[src/rtl/trap_seq_pkg.sv]
package trap_seq_pkg;
  localparam logic [1:0] PRIV_U = 2'd0;
  localparam logic [1:0] PRIV_S = 2'd1;
  localparam logic [1:0] PRIV_M = 2'd3;

  typedef struct packed {
    logic [1:0] mpp;
    logic       mpie;
    logic       mie;
    logic       spp;
    logic       spie;
    logic       sie;
  } stat_t;

  typedef enum logic [1:0] {
    ACC_FETCH = 2'd0,
    ACC_LOAD  = 2'd1,
    ACC_STORE = 2'd2,
    ACC_RSVD  = 2'd3
  } acc_t;

  localparam int C_FETCH_MIS  = 0;
  localparam int C_FETCH_ACC  = 1;
  localparam int C_LOAD_MIS   = 4;
  localparam int C_LOAD_ACC   = 5;
  localparam int C_STORE_MIS  = 6;
  localparam int C_STORE_ACC  = 7;
  localparam int C_ECALL_BASE = 8;
  localparam int C_FETCH_PG   = 12;
  localparam int C_LOAD_PG    = 13;
  localparam int C_STORE_PG   = 15;

  function automatic logic addr_cause(input int c);
    case (c)
      C_FETCH_MIS, C_FETCH_ACC, C_LOAD_MIS, C_LOAD_ACC,
      C_STORE_MIS, C_STORE_ACC, C_FETCH_PG, C_LOAD_PG, C_STORE_PG:
        addr_cause = 1'b1;
      default: addr_cause = 1'b0;
    endcase
  endfunction
endpackage

[src/rtl/trap_route.sv]
module trap_route
  import trap_seq_pkg::*;
#(
  parameter int XLEN    = 32,
  parameter int CAUSE_W = 6
) (
  input  logic               async_i,
  input  logic [CAUSE_W-1:0] cause_i,
  input  logic [1:0]         priv_i,
  input  logic [XLEN-1:0]    edeleg_i,
  input  logic [XLEN-1:0]    ideleg_i,
  output logic [CAUSE_W-1:0] cause_o,
  output logic               to_s_o,
  output logic               keep_addr_o
);
  localparam int IW = $clog2(XLEN);

  logic [XLEN-1:0] mask;
  logic            in_range;

  always_comb begin
    cause_o = cause_i;
    if (!async_i && int'(cause_i) == C_ECALL_BASE)
      cause_o = CAUSE_W'(C_ECALL_BASE) + CAUSE_W'(priv_i);
  end

  assign mask        = async_i ? ideleg_i : edeleg_i;
  assign in_range    = int'(cause_o) < XLEN;
  assign to_s_o      = (priv_i <= PRIV_S) && in_range && mask[cause_o[IW-1:0]];
  assign keep_addr_o = !async_i && addr_cause(int'(cause_o));
endmodule

[src/rtl/trap_vec.sv]
module trap_vec #(
  parameter int XLEN    = 32,
  parameter int CAUSE_W = 6
) (
  input  logic [XLEN-1:0]    base_i,
  input  logic               async_i,
  input  logic [CAUSE_W-1:0] cause_i,
  output logic [XLEN-1:0]    pc_o
);
  logic [XLEN-1:0] offs;

  assign offs = (async_i && base_i[1:0] == 2'b01) ? (XLEN'(cause_i) << 2) : '0;
  assign pc_o = {base_i[XLEN-1:2], 2'b00} + offs;
endmodule

[src/rtl/fault_map.sv]
module fault_map
  import trap_seq_pkg::*;
#(
  parameter int CAUSE_W = 6
) (
  input  logic [1:0]         kind_i,
  input  logic               xlat_on_i,
  input  logic               prot_i,
  output logic [CAUSE_W-1:0] code_o
);
  logic page;

  assign page = xlat_on_i && !prot_i;

  always_comb begin
    case (acc_t'(kind_i))
      ACC_FETCH: code_o = CAUSE_W'(page ? C_FETCH_PG : C_FETCH_ACC);
      ACC_LOAD:  code_o = CAUSE_W'(page ? C_LOAD_PG  : C_LOAD_ACC);
      default:   code_o = CAUSE_W'(page ? C_STORE_PG : C_STORE_ACC);
    endcase
  end
endmodule

[src/rtl/trap_entry_seq.sv]
module trap_entry_seq
  import trap_seq_pkg::*;
#(
  parameter int XLEN    = 32,
  parameter int CAUSE_W = 6
) (
  input  logic               clk,
  input  logic               rst_n,
  input  logic               trap_valid,
  output logic               trap_ready,
  input  logic               trap_async,
  input  logic [CAUSE_W-1:0] trap_cause,
  input  logic [XLEN-1:0]    trap_addr,
  input  logic [XLEN-1:0]    cur_pc,
  input  logic [1:0]         cur_priv,
  input  logic [6:0]         cur_status,
  input  logic [XLEN-1:0]    edeleg,
  input  logic [XLEN-1:0]    ideleg,
  input  logic [XLEN-1:0]    s_tvec,
  input  logic [XLEN-1:0]    m_tvec,
  input  logic [1:0]         flt_kind,
  input  logic               flt_xlat_on,
  input  logic               flt_prot,
  output logic [CAUSE_W-1:0] flt_code,
  output logic [6:0]         st_out,
  output logic [XLEN-1:0]    s_cause,
  output logic [XLEN-1:0]    s_epc,
  output logic [XLEN-1:0]    s_tval,
  output logic [XLEN-1:0]    m_cause,
  output logic [XLEN-1:0]    m_epc,
  output logic [XLEN-1:0]    m_tval,
  output logic [XLEN-1:0]    next_pc,
  output logic [1:0]         next_priv,
  output logic               to_s,
  output logic               done
);
  localparam int NLVL = 2;

  logic               take;
  logic [CAUSE_W-1:0] eff_cause;
  logic               sel_s;
  logic               keep_addr;
  logic [XLEN-1:0]    cause_val;
  logic [XLEN-1:0]    tval_val;
  stat_t              st_in, st_nx, st_q;
  logic [XLEN-1:0]    vec_pc [NLVL];
  logic [XLEN-1:0]    cause_q [NLVL];
  logic [XLEN-1:0]    epc_q [NLVL];
  logic [XLEN-1:0]    tval_q [NLVL];
  logic [XLEN-1:0]    pc_q;
  logic [1:0]         priv_q;
  logic               to_s_q, done_q;

  assign take = trap_valid && trap_ready;

  trap_route #(.XLEN(XLEN), .CAUSE_W(CAUSE_W)) u_route (
    .async_i(trap_async), .cause_i(trap_cause), .priv_i(cur_priv),
    .edeleg_i(edeleg), .ideleg_i(ideleg),
    .cause_o(eff_cause), .to_s_o(sel_s), .keep_addr_o(keep_addr)
  );

  fault_map #(.CAUSE_W(CAUSE_W)) u_fmap (
    .kind_i(flt_kind), .xlat_on_i(flt_xlat_on), .prot_i(flt_prot), .code_o(flt_code)
  );

  assign cause_val = XLEN'(eff_cause) | (XLEN'(trap_async) << (XLEN - 1));
  assign tval_val  = keep_addr ? trap_addr : '0;
  assign st_in     = stat_t'(cur_status);

  always_comb begin
    st_nx = st_in;
    if (sel_s) begin
      st_nx.spie = st_in.sie;
      st_nx.spp  = cur_priv[0];
      st_nx.sie  = 1'b0;
    end else begin
      st_nx.mpie = st_in.mie;
      st_nx.mpp  = cur_priv;
      st_nx.mie  = 1'b0;
    end
  end

  // Level 0 = supervisor bank, level 1 = machine bank
  for (genvar g = 0; g < NLVL; g++) begin : g_lvl
    logic hit;
    assign hit = take && (sel_s == (g == 0));

    trap_vec #(.XLEN(XLEN), .CAUSE_W(CAUSE_W)) u_vec (
      .base_i((g == 0) ? s_tvec : m_tvec), .async_i(trap_async),
      .cause_i(eff_cause), .pc_o(vec_pc[g])
    );

    always_ff @(posedge clk) begin
      if (!rst_n) begin
        cause_q[g] <= '0;
        epc_q[g]   <= '0;
        tval_q[g]  <= '0;
      end else if (hit) begin
        cause_q[g] <= cause_val;
        epc_q[g]   <= cur_pc;
        tval_q[g]  <= tval_val;
      end
    end
  end

  always_ff @(posedge clk) begin
    if (!rst_n) begin
      st_q   <= '0;
      pc_q   <= '0;
      priv_q <= PRIV_M;
      to_s_q <= 1'b0;
      done_q <= 1'b0;
    end else begin
      done_q <= take;
      if (take) begin
        st_q   <= st_nx;
        pc_q   <= sel_s ? vec_pc[0] : vec_pc[1];
        priv_q <= sel_s ? PRIV_S : PRIV_M;
        to_s_q <= sel_s;
      end
    end
  end

  assign trap_ready = !done_q;
  assign done       = done_q;
  assign st_out     = st_q;
  assign next_pc    = pc_q;
  assign next_priv  = priv_q;
  assign to_s       = to_s_q;
  assign s_cause    = cause_q[0];
  assign s_epc      = epc_q[0];
  assign s_tval     = tval_q[0];
  assign m_cause    = cause_q[1];
  assign m_epc      = epc_q[1];
  assign m_tval     = tval_q[1];

  p_done_after_take_r1: assert property (@(posedge clk) disable iff (!rst_n)
    (trap_valid && trap_ready) |=> (done && !trap_ready));
  p_done_single_r1: assert property (@(posedge clk) disable iff (!rst_n)
    done |=> !done);
  p_s_only_low_priv_r2: assert property (@(posedge clk) disable iff (!rst_n)
    (trap_valid && trap_ready && cur_priv == PRIV_M) |=> !to_s);
  p_enable_cleared_r3: assert property (@(posedge clk) disable iff (!rst_n)
    done |-> (to_s ? !st_out[0] : !st_out[3]));
  p_mepc_capture_r5: assert property (@(posedge clk) disable iff (!rst_n)
    (done && !to_s) |-> m_epc == $past(cur_pc));
  p_sepc_hold_r5: assert property (@(posedge clk) disable iff (!rst_n)
    !(done && to_s) |-> $stable(s_epc));
  p_priv_match_r9: assert property (@(posedge clk) disable iff (!rst_n)
    done |-> next_priv == (to_s ? PRIV_S : PRIV_M));
endmodule

[config.mk]
export PLATFORM = sky130hd
export DESIGN_NAME = trap_entry_seq
export DESIGN_NICKNAME = d
export VERILOG_FILES = /design/src/rtl/trap_seq_pkg.sv /design/src/rtl/trap_route.sv /design/src/rtl/trap_vec.sv /design/src/rtl/fault_map.sv /design/src/rtl/trap_entry_seq.sv
export SDC_FILE = /design/constraint.sdc
export NUM_CORES = 1
export LEC_CHECK = 0
export ABC_CLOCK_PERIOD_IN_PS = 12000
export BUFFER_PORTS_ARGS = -buffer_cell sky130_fd_sc_hd__buf_2
export CORE_AREA = 5 5 172 174
export CTS_BUF_LIST = sky130_fd_sc_hd__clkbuf_8
export CTS_CLUSTER_DIAMETER = 40
export CTS_CLUSTER_SIZE = 25
export DETAILED_ROUTE_END_ITERATION = 10
export DIE_AREA = 0 0 177 179
export GPL_TIMING_DRIVEN = 0
export MAX_ROUTING_LAYER = met4
export PLACE_DENSITY = 0.63
export SETUP_SLACK_MARGIN = 0.05
export SYNTH_ARGS = -nofsm -noshare
export SYNTH_HDL_FRONTEND = slang
export SYNTH_HIERARCHICAL = 1
export SYNTH_SLANG_ARGS = --single-unit
[constraint.sdc]
create_clock -name clk -period 12 [get_ports clk]
set_input_delay 2.4 -clock clk [delete_from_list [all_inputs] [get_ports clk]]
set_output_delay 2.4 -clock clk [all_outputs]
set_load 0.005 [all_outputs]
==> results.yml <==
outcome:
  status: "complete, no violations"
sta:
  slew_violations: 0
  finalCriticalPeriod_ps: 5998
  fin_crit_sh: 0.4999
  fin_ws_ps: 6002
  fmax_mhz: 166.7
  hold_viol_final: 0
  rsz0062_at_grt: "no"
  tightest_slew_ps: 879.7
  fin_skew_ps: 23.07
  setup_violations: 0
  slew_headroom: 0.4081
setup_path:
  worst_ep_required_time_ps: 12150
  crit_path_end_kind: "flip-flop"
  cp-startpoint: "trap_async"
  critPathKind: "in2reg"
  worstPathArrival_ps: 6150
  crit_fanout: 29
  regToRegStartpoint: "done"
  r2r-end: "cause_q[1][3]"
  reg2reg_depth: 4
  cp-start-kind: "input pin"
  reg2reg_slack_ps: 10120
cts:
  cts_root_buffer: "clkbuf_8"
  h-tree-depth: 4
  cts_setup_buffers: 0
  hold_buffers: 0
  clock_sinks: 184
  clock_latency_ps: 470
  ctsResizeCount: 0
  cts_tree: "done"
  clk_pin_slew_worst_paths_ps: 100
  clock_path_buffers: 2
  cts_buffers: 17
yosys:
  yosysSeqAreaShare: 0.5086
  yosys.area.top_type: "edfxtp_1"
  synthCells: 927
  syn_area_per_cell_sq_um: 10.83
  yosysUniqueCellTypes: 76
  ys_ff_latch: 184
  synth_flop_cell: "edfxtp_1"
  synthArstFlopShare: 0
  ys_top_cells_by_area: "edfxtp_1 (42%), dfxtp_1 (8.4%), and2_1 (5.8%), buf_4 (4.7%), mux2i_1 (4.1%)"
  syn-cell-area_sq_um: 10040
  ys.warnings.count: 6
  synth.most_common_cell: "edfxtp_1"
  synth_edf_count: 142
  synth_top_area_share: 0.4248
  netlist_top_cells_count: "edfxtp_1 (142), and2_1 (93), nand2_1 (82), nor2_1 (80), buf_4 (63)"
layout:
  drive_above_1_share: 0.3994
  post-route-cell-area_sq_um: 13250
  final_core_util: 0.4795
  fin_nets: 1633
  nFillCells: 2635
  synthToLayoutAreaGrowth_pct: 32.00
floorplanning:
  core_area_sq_um: 27630
  dieWidth_microns: 177
  boundaryPins: 457
  dieArea_sq_um: 31680
  die_h_microns: 179
  start_util: 0.3633
  rows: 61
detailed_routing:
  firstDrtPassIters: 5
  post_drt_via_cell_ratio: 4.712
  antenna_left: 0
  drc: 0
  vias: 8515
  avgRoutedWirePerCell_microns: 19.03
  drt-total-wl_microns: 34380
  drtIter0Drc: 562
run:
  maxCapViolCount: 0
placed_design:
  hpwl_microns: 27520
  gp_congestion: 0.9229
  dpl_cell_area_sq_um: 12810
  dp_slack_ps: 5480
  portBuffers: 403
grt:
  grt_pass1_wl_microns: 49200
  grt_pass1_vias: 8550
  grt_max_degree: 60
  antenna_found_initial: 11
  grt_overflow: 0
  grtUsageTotal: 0.2099
power:
  p_leak_nw: 5.998
  p_total_mw: 1.435
  power_density_nw_per_um2: 108.3
  worst_ir_drop_vdd_v: 0.00005796
min_path:
  min_path_cells: 2
  hp-class: "reg2reg"
  hold_start: "to_s"
  hold_path_end: "to_s"
[worst max-delay path: stages]
cell     delay, ps
buf_2          210
nor4_4         390
a31oi_2        260
inv_4          240
mux2_2         370
o31ai_1        190
nor3_1          70
a31oi_1        220
nand4_1        150
buf_4          200
buf_6          170
buf_4          210
o21ai_4        520
buf_12         270
buf_12         220
[layout by cell type, fill, tap and decap left out, types with 3 or more instances in the layout]
master / netlist / routed
a211oi_1: 6 / 6
a21o_1: 4 / 4
a21oi_1: 48 / 48
a31oi_1: 3 / 3
and2_1: 93 / 93
and3_1: 8 / 8
and3_2: 3 / 3
and4_1: 11 / 11
buf_2: 19 / 422
buf_4: 63 / 63
buf_6: 10 / 10
clkbuf_1: 17 / 17
clkbuf_8: 4 / 21
clkinv_8: 0 / 6
conb_1: 5 / 57
dfxtp_1: 42 / 42
diode_2: 0 / 12
edfxtp_1: 142 / 142
ha_1: 12 / 12
inv_1: 16 / 16
inv_6: 0 / 4
mux2i_1: 41 / 41
mux4_1: 5 / 5
nand2_1: 82 / 81
nand2b_1: 3 / 3
nand3_1: 24 / 24
nand4_1: 21 / 21
nor2_1: 80 / 80
nor2b_1: 3 / 3
nor3_1: 3 / 3
o211ai_1: 4 / 4
o21ai_0: 43 / 42
o21ai_1: 3 / 3
xnor2_1: 38 / 38
xor2_1: 16 / 16
[registers in the layout, indices dropped and copies added, names as in the netlist]
signal and cells:
next_priv 1, epc_q 64, st_out 7, done 1, next_pc 32, cause_q 14
to_s 1, tval_q 64
[worst max-delay path by stage]
stage | depth (start not counted) | to | slack, ps
3_5_place_dp | 15 | tval_q[1][26] | 5480
6_report | 15 | cause_q[1][3] | 6000
3_3_place_gp | 13 | tval_q[1][26] | -1490
5_1_grt | 15 | cause_q[1][3] | 5800
2_1_floorplan | 12 | cause_q[1][0] | 2030
4_1_cts | 15 | cause_q[1][3] | 6000
[layout make-up]
cell class / count / area, sq um / area share
inverter: 18 / 70.07 / 0.005288
multi-input combinational: 662 / 4257 / 0.3213
buffer: 115 / 819.5 / 0.06186
clock buffer: 17 / 234.0 / 0.01766
antenna: 12 / 30.03 / 0.002266
sequential: 184 / 5105 / 0.3853
tap: 378 / 473.0 / 0.03570
timing repair buffer: 406 / 2085 / 0.1573
clock inverter: 15 / 176.4 / 0.01332
[per-stage QoR]
step | cells | setup TNS (ps) | hold WS, ps
6_report | 1807 | 0 | 465.7
5_1_grt | 1806 | 0 | 518.8
4_1_cts | 1795 | 0 | 469.7
3_5_place_dp | 1763 | 0 | 456.6
3_3_place_gp | 1760 | -104820 | 451.1
2_1_floorplan | 979 | 0 | 459.9
[cell families (layout without fill, tap and decap cells)]
family	after synthesis	count (layout)	share of synthesized area
AO/OA/AOI/OAI	139	139	0.09075
XOR/XNOR	54	54	0.04712
adder cells (fa/ha/maj)	14	14	0.01895
buffers and inverters	133	571	0.08863
flip-flops	184	184	0.5086
multiplexers	48	48	0.05734
other	5	69	0.001870
AND/OR/NAND/NOR	350	350	0.1867
[where the power goes]
group / total [mW] / switching (mW) / internal (mW)
clock: 0.433 / 0.274 / 0.159
combinational: 0.258 / 0.141 / 0.117
sequential: 0.744 / 0.0145 / 0.729
total: 1.44 / 0.429 / 1.01
[per-layer routing]
layer,vias up,global-route usage,share of wire
met3,33,0.04935,0.080
met5,-,-,0
li1,4142,-,-
met2,387,0.3560,0.49
met4,0,0.06544,0.021
met1,3953,0.2495,0.40
No activity file was read; power rests on OpenSTA's default activity.
